File: src/rtl/lpg_pkg.sv
// Shared widths, field codes and configuration types for the line clamp
// pulse generator. Assumes two strobes per set and 12-bit pixel positions.
package lpg_pkg;
    localparam int POS_W       = 12;
    localparam int NUM_PULSE   = 2;
    localparam int PULSE_CLAMP = 0;
    localparam int PULSE_BLANK = 1;
    localparam int FLD_W       = 2;
    localparam int PSEL_W      = 1;

    typedef enum logic [FLD_W-1:0] {
        FLD_LEVEL = 2'd0,
        FLD_TOG1  = 2'd1,
        FLD_TOG2  = 2'd2,
        FLD_RSVD  = 2'd3
    } field_e;

    typedef struct packed {
        logic             level;
        logic [POS_W-1:0] tog1;
        logic [POS_W-1:0] tog2;
    } pulse_cfg_t;

    typedef pulse_cfg_t [NUM_PULSE-1:0] pulse_set_t;

    localparam pulse_cfg_t PULSE_RESET = '{level: 1'b1, tog1: '0, tog2: '0};
endpackage

File: src/rtl/lpg_cfg_bank.sv
// Bank of per-sequence strobe configurations. Decodes the write address into
// sequence, strobe and field, and provides a combinational read of one set.
// Assumes the caller ignores the read data when the index is out of range.
module lpg_cfg_bank
    import lpg_pkg::*;
#(
    parameter int NUM_SEQ = 10,
    parameter int SEQ_W   = $clog2(NUM_SEQ + 1),
    parameter int ADDR_W  = SEQ_W + PSEL_W + FLD_W
) (
    input  logic              clk,
    input  logic              rst_n,
    input  logic              wr_en,
    input  logic [ADDR_W-1:0] wr_addr,
    input  logic [POS_W-1:0]  wr_data,
    input  logic [SEQ_W-1:0]  rd_idx,
    output pulse_set_t        rd_set
);
    logic [SEQ_W-1:0]  wr_seq;
    logic [PSEL_W-1:0] wr_psel;
    field_e            wr_fld;
    pulse_cfg_t        cfg_arr [NUM_SEQ][NUM_PULSE];

    // Split the write address into its three fields.
    always_comb begin
        wr_seq  = wr_addr[ADDR_W-1 -: SEQ_W];
        wr_psel = wr_addr[FLD_W +: PSEL_W];
        wr_fld  = field_e'(wr_addr[FLD_W-1:0]);
    end

    for (genvar s = 0; s < NUM_SEQ; s++) begin : g_seq
        for (genvar p = 0; p < NUM_PULSE; p++) begin : g_pulse
            pulse_cfg_t cfg_q;
            logic       hit;

            assign hit = wr_en && (wr_seq == SEQ_W'(s)) && (wr_psel == PSEL_W'(p));

            // Hold one strobe configuration and update the addressed field.
            always_ff @(posedge clk) begin
                if (!rst_n) begin
                    cfg_q <= PULSE_RESET;
                end else if (hit) begin
                    case (wr_fld)
                        FLD_LEVEL: cfg_q.level <= wr_data[0];
                        FLD_TOG1:  cfg_q.tog1  <= wr_data;
                        FLD_TOG2:  cfg_q.tog2  <= wr_data;
                        default:   cfg_q       <= cfg_q;
                    endcase
                end
            end

            assign cfg_arr[s][p] = cfg_q;
        end
    end

    // Select the set addressed by the read index.
    always_comb begin
        for (int p = 0; p < NUM_PULSE; p++) rd_set[p] = cfg_arr[0][p];
        for (int s = 1; s < NUM_SEQ; s++) begin
            if (rd_idx == SEQ_W'(s)) begin
                for (int p = 0; p < NUM_PULSE; p++) rd_set[p] = cfg_arr[s][p];
            end
        end
    end
endmodule

File: src/rtl/lpg_set_latch.sv
// Per-line snapshot of the selected configuration set. Captures at line sync
// when the index is in range, otherwise keeps the previous snapshot.
module lpg_set_latch
    import lpg_pkg::*;
#(
    parameter int NUM_SEQ = 10,
    parameter int SEQ_W   = $clog2(NUM_SEQ + 1)
) (
    input  logic             clk,
    input  logic             rst_n,
    input  logic             line_sync,
    input  logic [SEQ_W-1:0] sel,
    input  pulse_set_t       bank_set,
    output pulse_set_t       snap
);
    logic sel_ok;

    // Flag whether the requested sequence index exists.
    always_comb sel_ok = (sel < SEQ_W'(NUM_SEQ));

    // Load the snapshot at line start, hold it for the rest of the line.
    always_ff @(posedge clk) begin
        if (!rst_n) begin
            for (int p = 0; p < NUM_PULSE; p++) snap[p] <= PULSE_RESET;
        end else if (line_sync && sel_ok) begin
            snap <= bank_set;
        end
    end
endmodule

File: src/rtl/lpg_pixel_counter.sv
// Pixel position within the line. Cleared by line sync, saturates at its
// maximum so that toggles beyond the line never retrigger by wrap-around.
module lpg_pixel_counter
    import lpg_pkg::*;
(
    input  logic             clk,
    input  logic             rst_n,
    input  logic             line_sync,
    output logic [POS_W-1:0] pix_cnt
);
    localparam logic [POS_W-1:0] CNT_MAX = '1;

    // Count pixels from the line start, stopping at the top value.
    always_ff @(posedge clk) begin
        if (!rst_n)                 pix_cnt <= '0;
        else if (line_sync)         pix_cnt <= '0;
        else if (pix_cnt != CNT_MAX) pix_cnt <= pix_cnt + 1'b1;
    end
endmodule

File: src/rtl/lpg_pulse_shaper.sv
// Derives one strobe level from the pixel position and a configuration.
// Each toggle position inverts the start level once it has been reached.
module lpg_pulse_shaper
    import lpg_pkg::*;
(
    input  pulse_cfg_t       cfg,
    input  logic [POS_W-1:0] pix_cnt,
    output logic             level
);
    logic past1, past2;

    // Compare the position against both toggles and fold the results in.
    always_comb begin
        past1 = (pix_cnt >= cfg.tog1);
        past2 = (pix_cnt >= cfg.tog2);
        level = cfg.level ^ past1 ^ past2;
    end
endmodule

File: src/rtl/line_clamp_gen.sv
// Top level: register bank, per-line snapshot, pixel counter and one shaper
// per strobe. Assumes line_sync is a single-cycle pulse in the clk domain.
module line_clamp_gen
    import lpg_pkg::*;
#(
    parameter int NUM_SEQ = 10,
    parameter int SEQ_W   = $clog2(NUM_SEQ + 1),
    parameter int ADDR_W  = SEQ_W + PSEL_W + FLD_W
) (
    input  logic              clk,
    input  logic              rst_n,
    input  logic              line_sync,
    input  logic [SEQ_W-1:0]  seq_sel,
    input  logic              wr_en,
    input  logic [ADDR_W-1:0] wr_addr,
    input  logic [POS_W-1:0]  wr_data,
    output logic              clamp_n,
    output logic              blank_n
);
    pulse_set_t             bank_set;
    pulse_set_t             snap_set;
    logic [POS_W-1:0]       pix_cnt;
    logic [NUM_PULSE-1:0]   levels;

    lpg_cfg_bank #(.NUM_SEQ(NUM_SEQ), .SEQ_W(SEQ_W), .ADDR_W(ADDR_W)) u_bank (
        .clk(clk), .rst_n(rst_n), .wr_en(wr_en), .wr_addr(wr_addr),
        .wr_data(wr_data), .rd_idx(seq_sel), .rd_set(bank_set)
    );

    lpg_set_latch #(.NUM_SEQ(NUM_SEQ), .SEQ_W(SEQ_W)) u_latch (
        .clk(clk), .rst_n(rst_n), .line_sync(line_sync), .sel(seq_sel),
        .bank_set(bank_set), .snap(snap_set)
    );

    lpg_pixel_counter u_cnt (
        .clk(clk), .rst_n(rst_n), .line_sync(line_sync), .pix_cnt(pix_cnt)
    );

    for (genvar p = 0; p < NUM_PULSE; p++) begin : g_shape
        lpg_pulse_shaper u_shape (
            .cfg(snap_set[p]), .pix_cnt(pix_cnt), .level(levels[p])
        );
    end

    assign clamp_n = levels[PULSE_CLAMP];
    assign blank_n = levels[PULSE_BLANK];
endmodule

File: config.mk
export PLATFORM = sky130hd
export DESIGN_NAME = line_clamp_gen
export DESIGN_NICKNAME = d
export VERILOG_FILES = /design/src/rtl/lpg_pkg.sv /design/src/rtl/lpg_cfg_bank.sv /design/src/rtl/lpg_set_latch.sv /design/src/rtl/lpg_pixel_counter.sv /design/src/rtl/lpg_pulse_shaper.sv /design/src/rtl/line_clamp_gen.sv
export SDC_FILE = /design/constraint.sdc
export NUM_CORES = 2
export LEC_CHECK = 0
export ABC_CLOCK_PERIOD_IN_PS = 5840
export BUFFER_PORTS_ARGS = -buffer_cell sky130_fd_sc_hd__buf_2
export CELL_PAD_IN_SITES_DETAIL_PLACEMENT = 0
export CELL_PAD_IN_SITES_GLOBAL_PLACEMENT = 1
export CORE_ASPECT_RATIO = 0.75
export CORE_UTILIZATION = 50
export CTS_CLUSTER_DIAMETER = 200
export DETAILED_ROUTE_END_ITERATION = 8
export HOLD_SLACK_MARGIN = 0.03
export PLACE_DENSITY = 0.84
export SLEW_MARGIN = 5
export SYNTH_ARGS = -nofsm -noshare
export SYNTH_HDL_FRONTEND = slang
export SYNTH_SLANG_ARGS = --single-unit
export TNS_END_PERCENT = 10
File: constraint.sdc
create_clock -name clk -period 5.84 [get_ports clk]
set_input_delay 0.292 -clock clk [delete_from_list [all_inputs] [get_ports clk]]
set_output_delay 0.292 -clock clk [all_outputs]
set_load 0.02 [all_outputs]
### Word-level counts from Yosys, hierarchy flattened

Index checks and enable logic that the tools add are counted.

| storage, ports and cells | value |
|---|---|
| bits in writable memories | 0 |
| output and inout bits | 2 |
| memories | 0 |
| bits in read-only memories | 0 |
| bits in latches | 0 |
| register bits | 562 |

| cells by class | value |
|---|---|
| multiply operators | 0 |
| muxes and demuxes | 9 |
| eq/ne operators | 21 |
| order comparisons | 5 |
| bitwise operators | 6 |
| $add $sub $neg | 1 |
| reduce and logical (&&, ||, !) cells | 94 |
| shifts and indexed selects | 0 |
| divide/modulo/power cells | 0 |

Operators by type and width:

| cell | count |
|---|---|
| $mux 50 | 9 |
| $reduce_and 2->1 | 60 |
| $ge 12x12->1 | 4 |
| $eq 4x3->1 const B | 8 |
| $logic_and 1x1->1 | 31 |
| $eq 4x2->1 const B | 4 |
| $eq 4x4->1 const B | 4 |
| $add 12x1->12 const B | 1 |
| $ne 12x12->1 const B | 1 |
| $eq 4x1->1 const B | 2 |
| $logic_not 4->1 | 1 |
| $lt 4x4->1 const B | 1 |
| $xor 1x1->1 | 4 |
| $eq 2x1->1 const B | 1 |
| $eq 2x2->1 const B | 1 |
| $logic_not 2->1 | 1 |
| $not 1->1 | 2 |
| $reduce_or 2->1 | 1 |

### Depth between registers and ports, before layout

| logic depth | value |
|---|---|
| depth in word-level cells | 10 |
| gate-level depth with buffers | 11 |

### Hierarchy

A second synthesis with hierarchy kept.

| unflattened totals | value |
|---|---|
| cells, all modules | 3413 |
| area total of the unflattened synthesis | 28657.5 um^2 |

By module, submodules not included:

| module | cells each | times used | sequential area each (um^2) | area an instance (um^2) |
|---|---|---|---|---|
| lpg_cfg_bank | 2972 | 1 | 10009.6 | 24831.3 |
| lpg_set_latch | 219 | 1 | 1001.0 | 2060.7 |
| lpg_pulse_shaper | 79 | 2 | 0.0 | 599.3 |
| lpg_pixel_counter | 64 | 1 | 240.2 | 566.8 |

### Least setup slack after synthesis

OpenSTA, ideal clock, no wires.

| timing | value |
|---|---|
| path type | register -> output |
| start | register u_cnt.pix_cnt[0] |
| end | output blank_n |
| stages on the path, launching flop included | 9 |
| path slack | 3.352 ns |
| buffers on the path | 0 |
| arrival time | 2.196 ns |
| cells stage by stage | dfxtp_1 -> inv_1 -> ha_1 -> nand2b_1 -> a211oi_1 -> o2111ai_1 -> and3_1 -> a311o_1 -> xnor2_1 |

| between the ends | value |
|---|---|
| word-level cells in the longest chain between the ends | 3 |
| elaborated cells between the ends (all ways) | 4 |
| classes of those cells | order compare: 2; bitwise: 2 |

RTL lines:

| what | line | text |
|---|---|---|
| start, declared | lpg_pixel_counter.sv:9 | `output logic [POS_W-1:0] pix_cnt` |
| start signal, assigned | lpg_pixel_counter.sv:17 | `else if (pix_cnt != CNT_MAX) pix_cnt <= pix_cnt + 1'b1;` |
| $ge 12x12->1 | lpg_pulse_shaper.sv:14 | `past1 = (pix_cnt >= cfg.tog1);` |
| $xor 1x1->1 | lpg_pulse_shaper.sv:16 | `level = cfg.level ^ past1 ^ past2;` |
| $xor 1x1->1 (*) | lpg_pulse_shaper.sv:16 |  |
| end, declared | line_clamp_gen.sv:18 | `output logic blank_n` |

Mark *: on every way between the ends. The rest lies on a longest branch, timed or not.

### Worst setup path after layout

| timing | value |
|---|---|
| start | register u_cnt.pix_cnt[0] |
| end | output clamp_n |

| between the ends | value |
|---|---|
| word-level cells in the longest chain between the ends | 3 |
| elaborated cells between the ends (all ways) | 4 |
| classes of those cells | order compare: 2; bitwise: 2 |

RTL lines:

| what | line | text |
|---|---|---|
| $ge 12x12->1 | lpg_pulse_shaper.sv:14 |  |
| $xor 1x1->1 | lpg_pulse_shaper.sv:16 |  |
| $xor 1x1->1 (*) | lpg_pulse_shaper.sv:16 |  |
| end, declared | line_clamp_gen.sv:17 | `output logic clamp_n,` |

Marked as above.

==> flow_metrics.py <==
metrics = {
    "status": {
        "status": "finished clean",
    },
    "grt": {
        "grt_pass1_vias": 22700,
        "antenna_found_initial": 0,
        "grt_max_degree": 250,
        "grt_use_total_pct": 32.1,
        "grt_overflow_total": 0,
        "grt_pass1_wl_mm": 138,
    },
    "route": {
        "dr.pass1.iters": 5,
        "wl_per_cell_um": 24.1,
        "via_count": 23700,
        "drc": 0,
        "final_antenna_net_count": 0,
        "drt_wl_total_mm": 90.5,
        "via_per_inst": 6.29,
        "drt-initial-drc-count": 2712,
    },
    "clock_network": {
        "ctsHoldBuffers": 0,
        "cts_buffers": 55,
        "cts_root_buffer": "clkbuf_16",
        "clock_sinks": 562,
        "insertion_delay_ns": 0.63,
        "post_cts_buffers": 0,
        "htreeDepth": 2,
        "cts_tree": "yes",
        "cts_resized": 0,
        "path_clk_slew_ns": 0.06,
        "clk_path_buf_depth": 3,
    },
    "power": {
        "power_switching_mw": 2.08,
        "seqPwrFrac_pct": 47.3,
        "total_power_mw": 8.22,
        "peakVddDrop_mv": 0.221,
        "swShare_pct": 25.3,
        "leakage_nw": 9.69,
        "powerDensity_nw_per_um2": 280,
        "clockPowerShare_pct": 44.5,
        "pwr-share-comb_pct": 8.2,
        "p_int_mw": 6.14,
    },
    "sta": {
        "setup_viol": 0,
        "tightest_slew_ns": 1.30,
        "slew_viol_final": 0,
        "skew_ns": 0.0135,
        "slew_headroom_pct": 13.5,
        "max_freq_mhz": 286,
        "post-route-period-util_pct": 59.8,
        "finalHoldViolations": 0,
        "finalCriticalPeriod_ns": 3.49,
        "rsz0062_at_grt": "no",
        "timing.setup.tns_ns": 0,
    },
    "die": {
        "rows": 73,
        "design.portCount": 29,
        "start_util_pct": 51.2,
        "die_h_um": 205,
        "core_sq_um": 53500,
        "die_width_um": 272,
        "dieArea_sq_um": 55700,
    },
    "placement": {
        "portBuffers": 28,
        "dp_hpwl_mm": 56.1,
        "finalWeightedCongestion": 0.956,
    },
    "cells_and_area": {
        "drive_above_1_share_pct": 7.19,
        "seq_area_sq_um": 11300,
        "multi_input_area_sq_um": 14600,
        "fin_nets": 3081,
        "antenna_cells": 0,
        "n_fill_cell": 4854,
        "syn2layout_area_growth_pct": 7.26,
    },
    "synth": {
        "yosysWarnings": 0,
        "ys_seq_area_share_pct": 41.1,
        "syn-cell-area_sq_um": 27400,
        "synthFlopType": "dfxtp_1",
        "synth-edff-count": 0,
        "synth_nets": 3254,
        "ys_ff_latch": 562,
        "synthTopCellsByArea": "dfxtp_1, mux2i_1, a21boi_0",
        "yosysUniqueCellTypes": 61,
        "synthCells": 3178,
        "avgSynthCellArea_sq_um": 8.62,
        "yosys.area.top_type_share_pct": 41.1,
        "synthArstFlopShare_pct": 0,
        "yosysTopAreaCell": "dfxtp_1",
    },
    "setup_path": {
        "crit_fanout": 7,
        "cp_data_required_time_ns": 5.55,
        "end_kind": "output port",
        "r2r_cells": 6,
        "regToRegSetupSlack_ns": 3.68,
        "start_kind": "flop",
        "crit_type": "flop to output port",
        "cp.arrival_ns": 3.20,
    },
    "flow_run": {
        "cap_violations": 0,
    },
    "hold_path": {
        "hold_depth": 3,
        "hold_path_class": "primary input to flop",
    },
}
## Yosys cell counts, types with 26 or more instances
cell / number
dfxtp_1: 562
nand2_1: 410
nand3_1: 312
a21boi_0: 291
mux2i_1: 279
nor2b_1: 200
clkbuf_1: 196
a21oi_1: 125
o21ai_0: 107
buf_2: 74
inv_1: 52
ha_1: 49
o22ai_1: 47
nor2_1: 45
o211ai_1: 41
a22oi_1: 36
o221ai_1: 33
a211oi_1: 27
buf_4: 26
## kinds of logic after synthesis
group | synth area share [%]
compound gates | 20.9
xor+xnor | 0.352
simple gates | 18.8
mux | 10.7
buf+inv | 5.92
fa+ha+maj | 2.24
flops | 41.1
## per-stage QoR
| stage | setup WS [ns] | hold WS, ns | instances | util, % | cell area (sq um) |
|---|---|---|---|---|---|
| 2_1_floorplan | 3.35 | 0.433 | 3178 | - | 27400 |
| 4_1_cts | 2.32 | 0.0951 | 3759 | 54.9 | 29400 |
| 5_1_grt | 2.17 | 0.126 | 3759 | 54.9 | 29400 |
| 3_5_place_dp | 2.67 | 0.451 | 3660 | 51.5 | 27600 |
| 6_report | 2.35 | 0.127 | 3759 | 54.9 | 29400 |
| 3_3_place_gp | 2.78 | 0.439 | 3660 | 51.5 | 27600 |
## sequential cells by signal, indices dropped and copies added (netlist names)
signal / cells
u_cnt.pix_cnt: 12
u_latch.snap: 50
u_bank.cfg_arr: 500
## routing by layer
metal / routed length [um] / track usage [%] / part of all wire [%] / up-vias
li1: - / - / - / 10800
met1: 39500 / 44.7 / 44 / 11400
met2: 39200 / 49.0 / 43 / 1150
met3: 8100 / 5.65 / 9.0 / 218
met4: 3730 / 13.0 / 4.1 / 0
met5: 0 / 0 / 0 / -
## layout make-up
cell class | count | area share [%]
Multi-Input combinational cell | 2243 | 49.6
Sequential cell | 562 | 38.3
Clock buffer | 84 | 5.50
Tap cell | 712 | 3.03
Timing Repair Buffer | 90 | 2.24
Inverter | 53 | 0.677
Clock inverter | 15 | 0.660
## worst max-delay path, cell delays in order (launching register included)
cell       delay (ns)
dfxtp_1          0.44
inv_1            0.16
ha_1             0.31
nand2b_1         0.14
a211oi_1         0.25
o2111ai_1        0.15
and3_1           0.20
a311o_1          0.36
xnor2_1          0.33
buf_2            0.23
## cells in the final DEF, fill, tap and decap left out, types with 6 or more instances in the layout
master and count:
or3_1 11, a21o_1 8, nor2_2 13, o21ai_0 107
clkbuf_8 13, a211o_1 16, o21ai_1 10, o22ai_1 47
clkbuf_1 16, nor4_1 8, o2111ai_1 6, a21oi_1 125
mux2i_1 279, buf_2 26, a221oi_1 8, a221o_1 14
a22o_1 14, nor3_1 10, a211oi_1 27, a21boi_1 11
o21a_1 14, nand2b_1 18, ha_1 49, o221ai_1 33
a22oi_1 36, mux2_2 12, inv_1 52, dfxtp_1 562
nor2b_1 196, nand3_1 312, nand2_1 410, a21boi_0 291
buf_4 59, a31oi_1 16, o211ai_1 41, xor2_1 7
nor2_1 44, clkbuf_16 55
## power by group through the flow
stage | clock network, mW | logic, mW | registers [mW]
global placement | 0 | 0.643 | 3.97
CTS | 3.69 | 0.655 | 3.88
floorplan | 0 | 0.445 | 3.96
finish | 3.66 | 0.673 | 3.89
global route | 3.85 | 0.710 | 3.88
detailed placement | 0 | 0.653 | 3.97
## path summary, 6_finish.rpt
path / from / endpoint
hold reg to reg: u_bank.cfg_arr[445] / u_bank.cfg_arr[445]
setup / recovery: u_cnt.pix_cnt[0] / clamp_n
setup reg to reg: u_cnt.pix_cnt[3] / u_cnt.pix_cnt[5]
hold / removal: line_sync / u_latch.snap[49]
Note: power is estimated with default switching activity, not from simulation.
